[src/rtl/frc_pkg.sv]
package frc_pkg;

   localparam int MODE_W  = 4;
   localparam int CODE_W  = 4;
   localparam int LIMIT_W = 3;

   typedef enum logic [1:0] {
      ST_IDLE   = 2'd0,
      ST_RETRY  = 2'd1,
      ST_LATCH  = 2'd2,
      ST_REPORT = 2'd3
   } frc_state_e;

   typedef enum logic {
      ACT_TRISTATE = 1'b0,
      ACT_BRAKE    = 1'b1
   } frc_act_e;

   // qualification time in 0.1 ms ticks
   function automatic int unsigned deglitch_ticks(input logic [CODE_W-1:0] code);
      case (code)
         4'd0:    return 0;
         4'd1:    return 1;
         4'd2:    return 2;
         4'd3:    return 5;
         4'd4:    return 10;
         4'd5:    return 25;
         4'd6:    return 50;
         4'd7:    return 75;
         4'd8:    return 100;
         4'd9:    return 250;
         4'd10:   return 500;
         4'd11:   return 750;
         4'd12:   return 1000;
         4'd13:   return 2000;
         4'd14:   return 5000;
         default: return 10000;
      endcase
   endfunction

   // retry interval in 0.1 ms ticks
   function automatic int unsigned retry_ticks(input logic [CODE_W-1:0] code);
      if (code == 4'd0)
         return 3000;
      else if (code == 4'd1)
         return 5000;
      else
         return (int'(code) - 1) * 10000;
   endfunction

   // allowed automatic retries, 0 = unbounded
   function automatic int unsigned attempt_limit(input logic [LIMIT_W-1:0] code);
      case (code)
         3'd0:    return 0;
         3'd1:    return 2;
         3'd2:    return 3;
         3'd3:    return 5;
         3'd4:    return 7;
         3'd5:    return 10;
         3'd6:    return 15;
         default: return 20;
      endcase
   endfunction

endpackage

[src/rtl/frc_deglitch.sv]
module frc_deglitch #(
   parameter int DEG_W = 14
) (
   input  logic             clk,
   input  logic             rst_n,
   input  logic             tick_i,
   input  logic             raw_i,
   input  logic [DEG_W-1:0] hold_i,
   output logic             qual_o
);

   logic [DEG_W-1:0] run_q;

   always_ff @(posedge clk or negedge rst_n) begin
      if (!rst_n)
         run_q <= '0;
      else if (!raw_i)
         run_q <= '0;
      else if (tick_i && (run_q < hold_i))
         run_q <= run_q + 1'b1;
   end

   assign qual_o = raw_i && (run_q >= hold_i);

   // a filtered fault with a nonzero hold time needs the raw input high on the previous cycle too
   AST_QUAL_NEEDS_HISTORY: assert property (@(posedge clk) disable iff (!rst_n)
      (qual_o && (hold_i != '0)) |-> $past(raw_i));

endmodule

[src/rtl/frc_interval.sv]
module frc_interval #(
   parameter int RT_W = 18
) (
   input  logic            clk,
   input  logic            rst_n,
   input  logic            tick_i,
   input  logic            clr_i,
   input  logic [RT_W-1:0] span_i,
   output logic            done_o
);

   logic [RT_W-1:0] elapsed_q;
   logic [RT_W-1:0] last_step;

   assign last_step = span_i - RT_W'(1);
   assign done_o    = tick_i && (elapsed_q >= last_step);

   always_ff @(posedge clk or negedge rst_n) begin
      if (!rst_n)
         elapsed_q <= '0;
      else if (clr_i)
         elapsed_q <= '0;
      else if (tick_i)
         elapsed_q <= done_o ? '0 : elapsed_q + 1'b1;
   end

endmodule

[src/rtl/frc_fsm.sv]
module frc_fsm
   import frc_pkg::*;
#(
   parameter int ATT_W = 5
) (
   input  logic                 clk,
   input  logic                 rst_n,
   input  logic                 qual_i,
   input  logic                 clear_i,
   input  logic [MODE_W-1:0]    mode_i,
   input  logic [ATT_W-1:0]     limit_i,
   input  logic                 tmr_done_i,
   output logic                 tmr_clr_o,
   output frc_state_e           state_o,
   output frc_act_e             act_o
);

   localparam logic [ATT_W-1:0] ATT_MAX = {ATT_W{1'b1}};

   frc_state_e       state_q, state_d;
   frc_act_e         act_q, act_d;
   logic [ATT_W-1:0] att_q, att_d;
   logic             may_retry;

   assign may_retry = (limit_i == '0) || (att_q < limit_i);

   always_comb begin
      state_d = state_q;
      act_d   = act_q;
      att_d   = att_q;
      if (clear_i) begin
         state_d = ST_IDLE;
         att_d   = '0;
      end else begin
         unique case (state_q)
            ST_IDLE: begin
               if (qual_i && (mode_i <= 4'd8)) begin
                  if (mode_i[3]) begin
                     state_d = ST_REPORT;
                  end else begin
                     act_d = mode_i[1] ? ACT_BRAKE : ACT_TRISTATE;
                     if (!mode_i[2]) begin
                        state_d = ST_LATCH;
                     end else if (may_retry) begin
                        state_d = ST_RETRY;
                        if (att_q != ATT_MAX)
                           att_d = att_q + 1'b1;
                     end else begin
                        state_d = ST_LATCH;
                     end
                  end
               end else if (tmr_done_i) begin
                  att_d = '0;
               end
            end
            ST_RETRY:  if (tmr_done_i) state_d = ST_IDLE;
            ST_LATCH:  state_d = ST_LATCH;
            ST_REPORT: if (!qual_i) state_d = ST_IDLE;
            default:   state_d = ST_IDLE;
         endcase
      end
   end

   // one counter serves both the retry hold time and the idle quiet time
   assign tmr_clr_o = clear_i || (state_d != state_q) ||
                      (state_q == ST_LATCH) || (state_q == ST_REPORT);

   always_ff @(posedge clk or negedge rst_n) begin
      if (!rst_n) begin
         state_q <= ST_IDLE;
         act_q   <= ACT_TRISTATE;
         att_q   <= '0;
      end else begin
         state_q <= state_d;
         act_q   <= act_d;
         att_q   <= att_d;
      end
   end

   assign state_o = state_q;
   assign act_o   = act_q;

   AST_LATCH_PERSISTS: assert property (@(posedge clk) disable iff (!rst_n)
      (state_q == ST_LATCH && !clear_i) |=> (state_q == ST_LATCH));

   AST_CLEAR_RELEASES: assert property (@(posedge clk) disable iff (!rst_n)
      clear_i |=> (state_q == ST_IDLE));

   AST_RETRY_HELD_UNTIL_TIMER: assert property (@(posedge clk) disable iff (!rst_n)
      (state_q == ST_RETRY && !clear_i && !tmr_done_i) |=> (state_q == ST_RETRY));

   AST_DISABLED_IGNORED: assert property (@(posedge clk) disable iff (!rst_n)
      (state_q == ST_IDLE && mode_i >= 4'd9) |=> (state_q == ST_IDLE));

   AST_NO_RETRY_PAST_LIMIT: assert property (@(posedge clk) disable iff (!rst_n)
      (state_q == ST_IDLE && !clear_i && limit_i != '0 && att_q >= limit_i &&
       qual_i && mode_i[3:2] == 2'b01) |=> (state_q == ST_LATCH));

   AST_REPORT_FOLLOWS_FAULT: assert property (@(posedge clk) disable iff (!rst_n)
      (state_q == ST_REPORT && !qual_i) |=> (state_q == ST_IDLE));

endmodule

[src/rtl/fault_response_ctrl.sv]
module fault_response_ctrl
   import frc_pkg::*;
#(
   parameter int DEG_W   = 14,
   parameter int RT_W    = 18,
   parameter int ATT_W   = 5,
   parameter bit OUT_REG = 1'b0
) (
   input  logic       clk,
   input  logic       rst_n,
   input  logic       tick_i,
   input  logic       fault_raw_i,
   input  logic [3:0] mode_i,
   input  logic [3:0] deg_code_i,
   input  logic [3:0] retry_code_i,
   input  logic [2:0] limit_code_i,
   input  logic       clear_i,
   output logic       nfault_o,
   output logic       tristate_o,
   output logic       brake_o
);

   logic [DEG_W-1:0] hold_ticks;
   logic [RT_W-1:0]  span_ticks;
   logic [ATT_W-1:0] limit_cnt;
   logic             qual;
   logic             tmr_done;
   logic             tmr_clr;
   frc_state_e       state;
   frc_act_e         act;
   logic             drive_on;
   logic             nf_c, tri_c, brk_c;

   assign hold_ticks = DEG_W'(deglitch_ticks(deg_code_i));
   assign span_ticks = RT_W'(retry_ticks(retry_code_i));
   assign limit_cnt  = ATT_W'(attempt_limit(limit_code_i));

   frc_deglitch #(.DEG_W(DEG_W)) i_deglitch (
      .clk    (clk),
      .rst_n  (rst_n),
      .tick_i (tick_i),
      .raw_i  (fault_raw_i),
      .hold_i (hold_ticks),
      .qual_o (qual)
   );

   frc_interval #(.RT_W(RT_W)) i_interval (
      .clk    (clk),
      .rst_n  (rst_n),
      .tick_i (tick_i),
      .clr_i  (tmr_clr),
      .span_i (span_ticks),
      .done_o (tmr_done)
   );

   frc_fsm #(.ATT_W(ATT_W)) i_fsm (
      .clk        (clk),
      .rst_n      (rst_n),
      .qual_i     (qual),
      .clear_i    (clear_i),
      .mode_i     (mode_i),
      .limit_i    (limit_cnt),
      .tmr_done_i (tmr_done),
      .tmr_clr_o  (tmr_clr),
      .state_o    (state),
      .act_o      (act)
   );

   assign drive_on = (state == ST_RETRY) || (state == ST_LATCH);
   assign nf_c     = (state == ST_IDLE);
   assign tri_c    = drive_on && (act == ACT_TRISTATE);
   assign brk_c    = drive_on && (act == ACT_BRAKE);

   generate
      if (OUT_REG) begin : g_out_reg
         always_ff @(posedge clk or negedge rst_n) begin
            if (!rst_n) begin
               nfault_o   <= 1'b1;
               tristate_o <= 1'b0;
               brake_o    <= 1'b0;
            end else begin
               nfault_o   <= nf_c;
               tristate_o <= tri_c;
               brake_o    <= brk_c;
            end
         end
      end else begin : g_out_comb
         assign nfault_o   = nf_c;
         assign tristate_o = tri_c;
         assign brake_o    = brk_c;
      end
   endgenerate

   AST_ONE_ACTION: assert property (@(posedge clk) disable iff (!rst_n)
      !(tristate_o && brake_o));

   AST_ACTION_FLAGS_FAULT: assert property (@(posedge clk) disable iff (!rst_n)
      (tristate_o || brake_o) |-> !nfault_o);

endmodule

[config.mk]
export PLATFORM = sky130hd
export DESIGN_NAME = fault_response_ctrl
export DESIGN_NICKNAME = d
export VERILOG_FILES = /design/src/rtl/frc_pkg.sv /design/src/rtl/frc_deglitch.sv /design/src/rtl/frc_interval.sv /design/src/rtl/frc_fsm.sv /design/src/rtl/fault_response_ctrl.sv
export SDC_FILE = /design/constraint.sdc
export NUM_CORES = 1
export LEC_CHECK = 0
export ABC_CLOCK_PERIOD_IN_PS = 4000
export BUFFER_PORTS_ARGS = -buffer_cell sky130_fd_sc_hd__buf_2
export CAP_MARGIN = 40
export CELL_PAD_IN_SITES_DETAIL_PLACEMENT = 1
export CELL_PAD_IN_SITES_GLOBAL_PLACEMENT = 1
export CORE_UTILIZATION = 40
export CTS_BUF_LIST = sky130_fd_sc_hd__clkbuf_4 sky130_fd_sc_hd__clkbuf_8 sky130_fd_sc_hd__clkbuf_16
export CTS_CLUSTER_DIAMETER = 120
export DETAILED_ROUTE_END_ITERATION = 8
export HOLD_SLACK_MARGIN = 0.06
export PLACE_DENSITY = 0.81
export SETUP_SLACK_MARGIN = 0.2
export SLEW_MARGIN = 40
export SYNTH_ARGS = -nofsm -noshare
export SYNTH_HDL_FRONTEND = slang
export SYNTH_HIERARCHICAL = 1
export SYNTH_SLANG_ARGS = --single-unit
export TNS_END_PERCENT = 10
[constraint.sdc]
create_clock -name clk -period 4 [get_ports clk]
set_input_delay 0.2 -clock clk [delete_from_list [all_inputs] [get_ports clk]]
set_output_delay 0.2 -clock clk [all_outputs]
set_load 0.03 [all_outputs]
==> metrics.md <==
| Metric | Value |
|---|---|
| CTS Buf Count | `5` |
| CP Launch Type | `input port` |
| Min-Delay Path Class | `in -> reg` |
| Placed insts | `800` |
| Final hold viol count | `0` |
| I/O pin cnt | `23` |
| Non-filler cells, final | `816` |
| FFs w/ async S/R, synth | `100%` |
| R2r setup slk | `0.65 ns` |
| CTS max path bufs | `2` |
| Top cells by area, synth | `dfrtp_1 21%, ha_1 18%, inv_1 4.5%` |
| Hold Startpoint | `mode_i[1]` |
| Initial Util | `41.2%` |
| Fill count | `1337` |
| Rows | `39` |
| CP most frequent cell | `fa_1` |
| Period utilisation layout | `161%` |
| Prevailing post-synth register cell | `dfrtp_1` |
| Layout cells sized above 1 | `26.9%` |
| Req. time, crit path | `4.17 ns` |
| Worst endpoint data arrival time | `6.60 ns` |
| Die width | `111 microns` |
| Critical path fanouts, max | `6` |
| DR iter-0 viols | `309` |
| Final hold slack | `0.163 ns` |
| DR DRC count | `0` |
| CP Capture Type | `register` |
| Fin. max-slew vios | `0` |
| Worst-skew pair later-pin latency | `0.29 ns` |
| P&R area growth vs syn | `29.8%` |
| Worst Hold Path EP | `i_fsm/act_o$_DFFE_PN0P_` |
| Final core utilization | `53.4%` |
| Actual slew at the worst max-slew pin | `1.11 ns` |
| Fin crit period | `6.43 ns` |
| Antenna Cells | `0` |
| Reg2reg path depth | `11` |
| Die area | `12200 sq um` |
| Post-synth EDFFs | `0` |
| Detailed Place HPWL | `11.7 mm` |
| Syn Inst Count | `566` |
| Final worst slack | `-2.43 ns` |
| Yosys reg bits | `40` |
| Fin nets | `768` |
| Worst Skew | `0.0108 ns` |
| Clk root buf | `clkbuf_16` |
| Worst rel slew slack | `25.5%` |
| Reg2reg start | `i_deglitch/run_q[13]$_DFFE_PN0P_` |
| Global Route Usage Sum | `26.1%` |
| Pleak | `2.98 nW` |
| YS warnings | `6` |
| RR Endpoint | `i_interval/elapsed_q[12]$_DFFE_PN0P_` |
| Synth Area per Inst | `8.34 sq um` |
| Antenna violations before repair | `0` |
| Largest net degree at the start of global routing | `41` |
| Status | `complete, but fails checks` |
| Area leader, netlist | `dfrtp_1` |
| TritonCTS clock tree | `built` |
| Multi-input logic area | `3740 sq um` |
| H-Tree Level Count | `2` |
| Finish-stage setup viols | `24` |
| IO buf count | `22` |
| Number of global-route vias before repair | `5264` |
| VDD IR-drop max | `0.162 mV` |
| Clock slew at reported path FFs | `0.06 ns` |
| Register area share after synthesis | `21.2%` |
| First-pass GRT wire length | `26.2 mm` |
| Die Ht | `111 microns` |
| Worst path slowest cell | `fa_1` |
| Vias per cell | `5.90` |
| Antenna-violating nets left | `0` |
| DRT Wirelength | `16.5 mm` |
| GPL Wtd Cong | `0.847` |
| Vias after detailed routing | `4813` |
| Synth Cell Area | `4720 sq um` |
| Crit path kind | `in -> reg` |
| Max frequency | `156 MHz` |
| Yosys cell types | `75` |
| Clock Sink Count | `40` |
| Max Cap Viol | `0` |
| Pwr dens | `281 nW/um^2` |
| 1st-pass router iterations | `4` |
| Core Area | `11500 sq um` |
| Register area | `1000 sq um` |
| Failing checks | `setup timing` |
| WL/cell | `20.2 microns` |
| CP peak stage delay | `0.51 ns` |
| Grt ovf | `0` |
| RSZ-0062 raised after global routing | `yes` |
| WHS Path Cells | `2` |
| Top-area cell type share of the netlist area | `21.2%` |
flip-flops by register name (all words and copies together), names as in the netlist:
register	count
i_interval/elapsed_q	18
i_deglitch/run_q	14
i_fsm/att_q	5
i_fsm/state_o	2
i_fsm/act_o	1
worst max path at each step:
| stage | from | to | depth (start not counted) |
|---|---|---|---|
| 6_report | retry_code_i[1] | i_interval/elapsed_q[12]$_DFFE_PN0P_ | 30 |
| 5_1_grt | retry_code_i[1] | i_interval/elapsed_q[12]$_DFFE_PN0P_ | 30 |
| 4_1_cts | retry_code_i[0] | i_interval/elapsed_q[12]$_DFFE_PN0P_ | 30 |
| 3_5_place_dp | retry_code_i[1] | i_interval/elapsed_q[12]$_DFFE_PN0P_ | 31 |
| 3_3_place_gp | retry_code_i[1] | i_interval/elapsed_q[12]$_DFFE_PN0P_ | 31 |
| 2_1_floorplan | retry_code_i[1] | i_interval/elapsed_q[6]$_DFFE_PN0P_ | 31 |
Yosys cell counts (8+ instances only):
| master | count |
|---|---|
| nand2_1 | 56 |
| dfrtp_1 | 40 |
| xnor2_1 | 17 |
| inv_1 | 56 |
| nor3_1 | 15 |
| clkbuf_1 | 8 |
| nand4_1 | 12 |
| nand2b_1 | 23 |
| mux2i_1 | 15 |
| ha_1 | 69 |
| nand3_1 | 26 |
| a22o_1 | 9 |
| nor2_1 | 29 |
| a21oi_1 | 26 |
| o21ai_0 | 12 |
| and3_1 | 14 |
routing by layer:
layer	track usage, %	part of all wire, %
met3	4.45	3.5
met2	46.0	51
met1	31.7	42
met5	0	0
met4	9.24	3.3
placed cells by master, fill, tap and decap left out, types with 6 or more instances in the layout:
| cell | synthesis | final |
|---|---|---|
| buf_4 | 0 | 80 |
| ha_1 | 69 | 66 |
| nand2_1 | 56 | 54 |
| inv_1 | 56 | 49 |
| dfrtp_1 | 40 | 40 |
| nor2_1 | 29 | 26 |
| nand3_1 | 26 | 26 |
| a21oi_1 | 26 | 23 |
| nand2b_1 | 23 | 23 |
| buf_2 | 2 | 19 |
| xnor2_1 | 17 | 15 |
| mux2i_1 | 15 | 15 |
| nor3_1 | 15 | 13 |
| and3_1 | 14 | 12 |
| nand4_1 | 12 | 12 |
| o21ai_0 | 12 | 11 |
| a22o_1 | 9 | 9 |
| conb_1 | 1 | 9 |
| o21a_1 | 7 | 6 |
| a31oi_1 | 6 | 6 |
| xor2_1 | 6 | 6 |
| a21o_1 | 6 | 6 |
| fa_1 | 7 | 6 |
area by class of cell:
| class | count | share of cell area, % |
|---|---|---|
| clock buffers | 7 | 2.49 |
| clock inverters | 1 | 0.490 |
| inverters | 57 | 4.02 |
| multi-input cells | 464 | 61.0 |
| flip-flops and latches | 40 | 16.3 |
| well taps | 143 | 2.92 |
| repair buffers | 104 | 12.7 |
worst max-delay path: cells and delay by family:
kind / cells / cell delay [ns]
AOI/OAI and AO/OA: 6 / 1.15
adders and majority gates: 5 / 2.04
xor gates and xnor gates: 2 / 0.25
buffers and inverters: 6 / 0.60
and+or+nand+nor: 11 / 2.34
power breakdown:
part | switching (mW) | total [mW] | internal [mW]
combinational | 0.423 | 0.805 | 0.381
clock | 0.174 | 0.503 | 0.329
sequential | 0.00576 | 0.414 | 0.408
per-stage QoR:
| stage | instance area [sq um] | worst slack, ns | total power, mW | TNS [ns] |
|---|---|---|---|---|
| 3_5_place_dp | 5670 | -2.64 | 1.13 | -59.16 |
| 3_3_place_gp | 5670 | -2.39 | 1.07 | -54.17 |
| 2_1_floorplan | 4870 | -2.19 | 0.826 | -48.79 |
| 6_report | 6130 | -2.43 | 1.72 | -53.38 |
| 4_1_cts | 6050 | -2.20 | 1.67 | -48.94 |
| 5_1_grt | 6130 | -2.63 | 1.81 | -57.95 |
repair_timing:
| item | CTS | global route |
|---|---|---|
| setup endpoints to repair | 24 | 24 |
| hold endpoints to repair | 40 | 0 |
| resized for setup | 29 | 12 |
| setup buffers | 5 | 2 |
| hold buffers | 1 | 0 |
| pin swaps | 16 | 9 |
kinds of logic (layout without fill, tap and decap cells):
kind of cell / Yosys count / count (layout) / share of synthesized area (%)
flip-flops: 40 / 40 / 21.2
AND/OR/NAND/NOR: 219 / 219 / 25.3
other: 1 / 9 / 0.0794
buffers and inverters: 70 / 169 / 5.65
multiplexers: 18 / 18 / 3.90
AO/OA/AOI/OAI: 119 / 119 / 18.4
adder cells (fa/ha/maj): 76 / 76 / 21.3
XOR/XNOR: 23 / 23 / 4.27
Note: power is estimated with default switching activity, not from simulation.
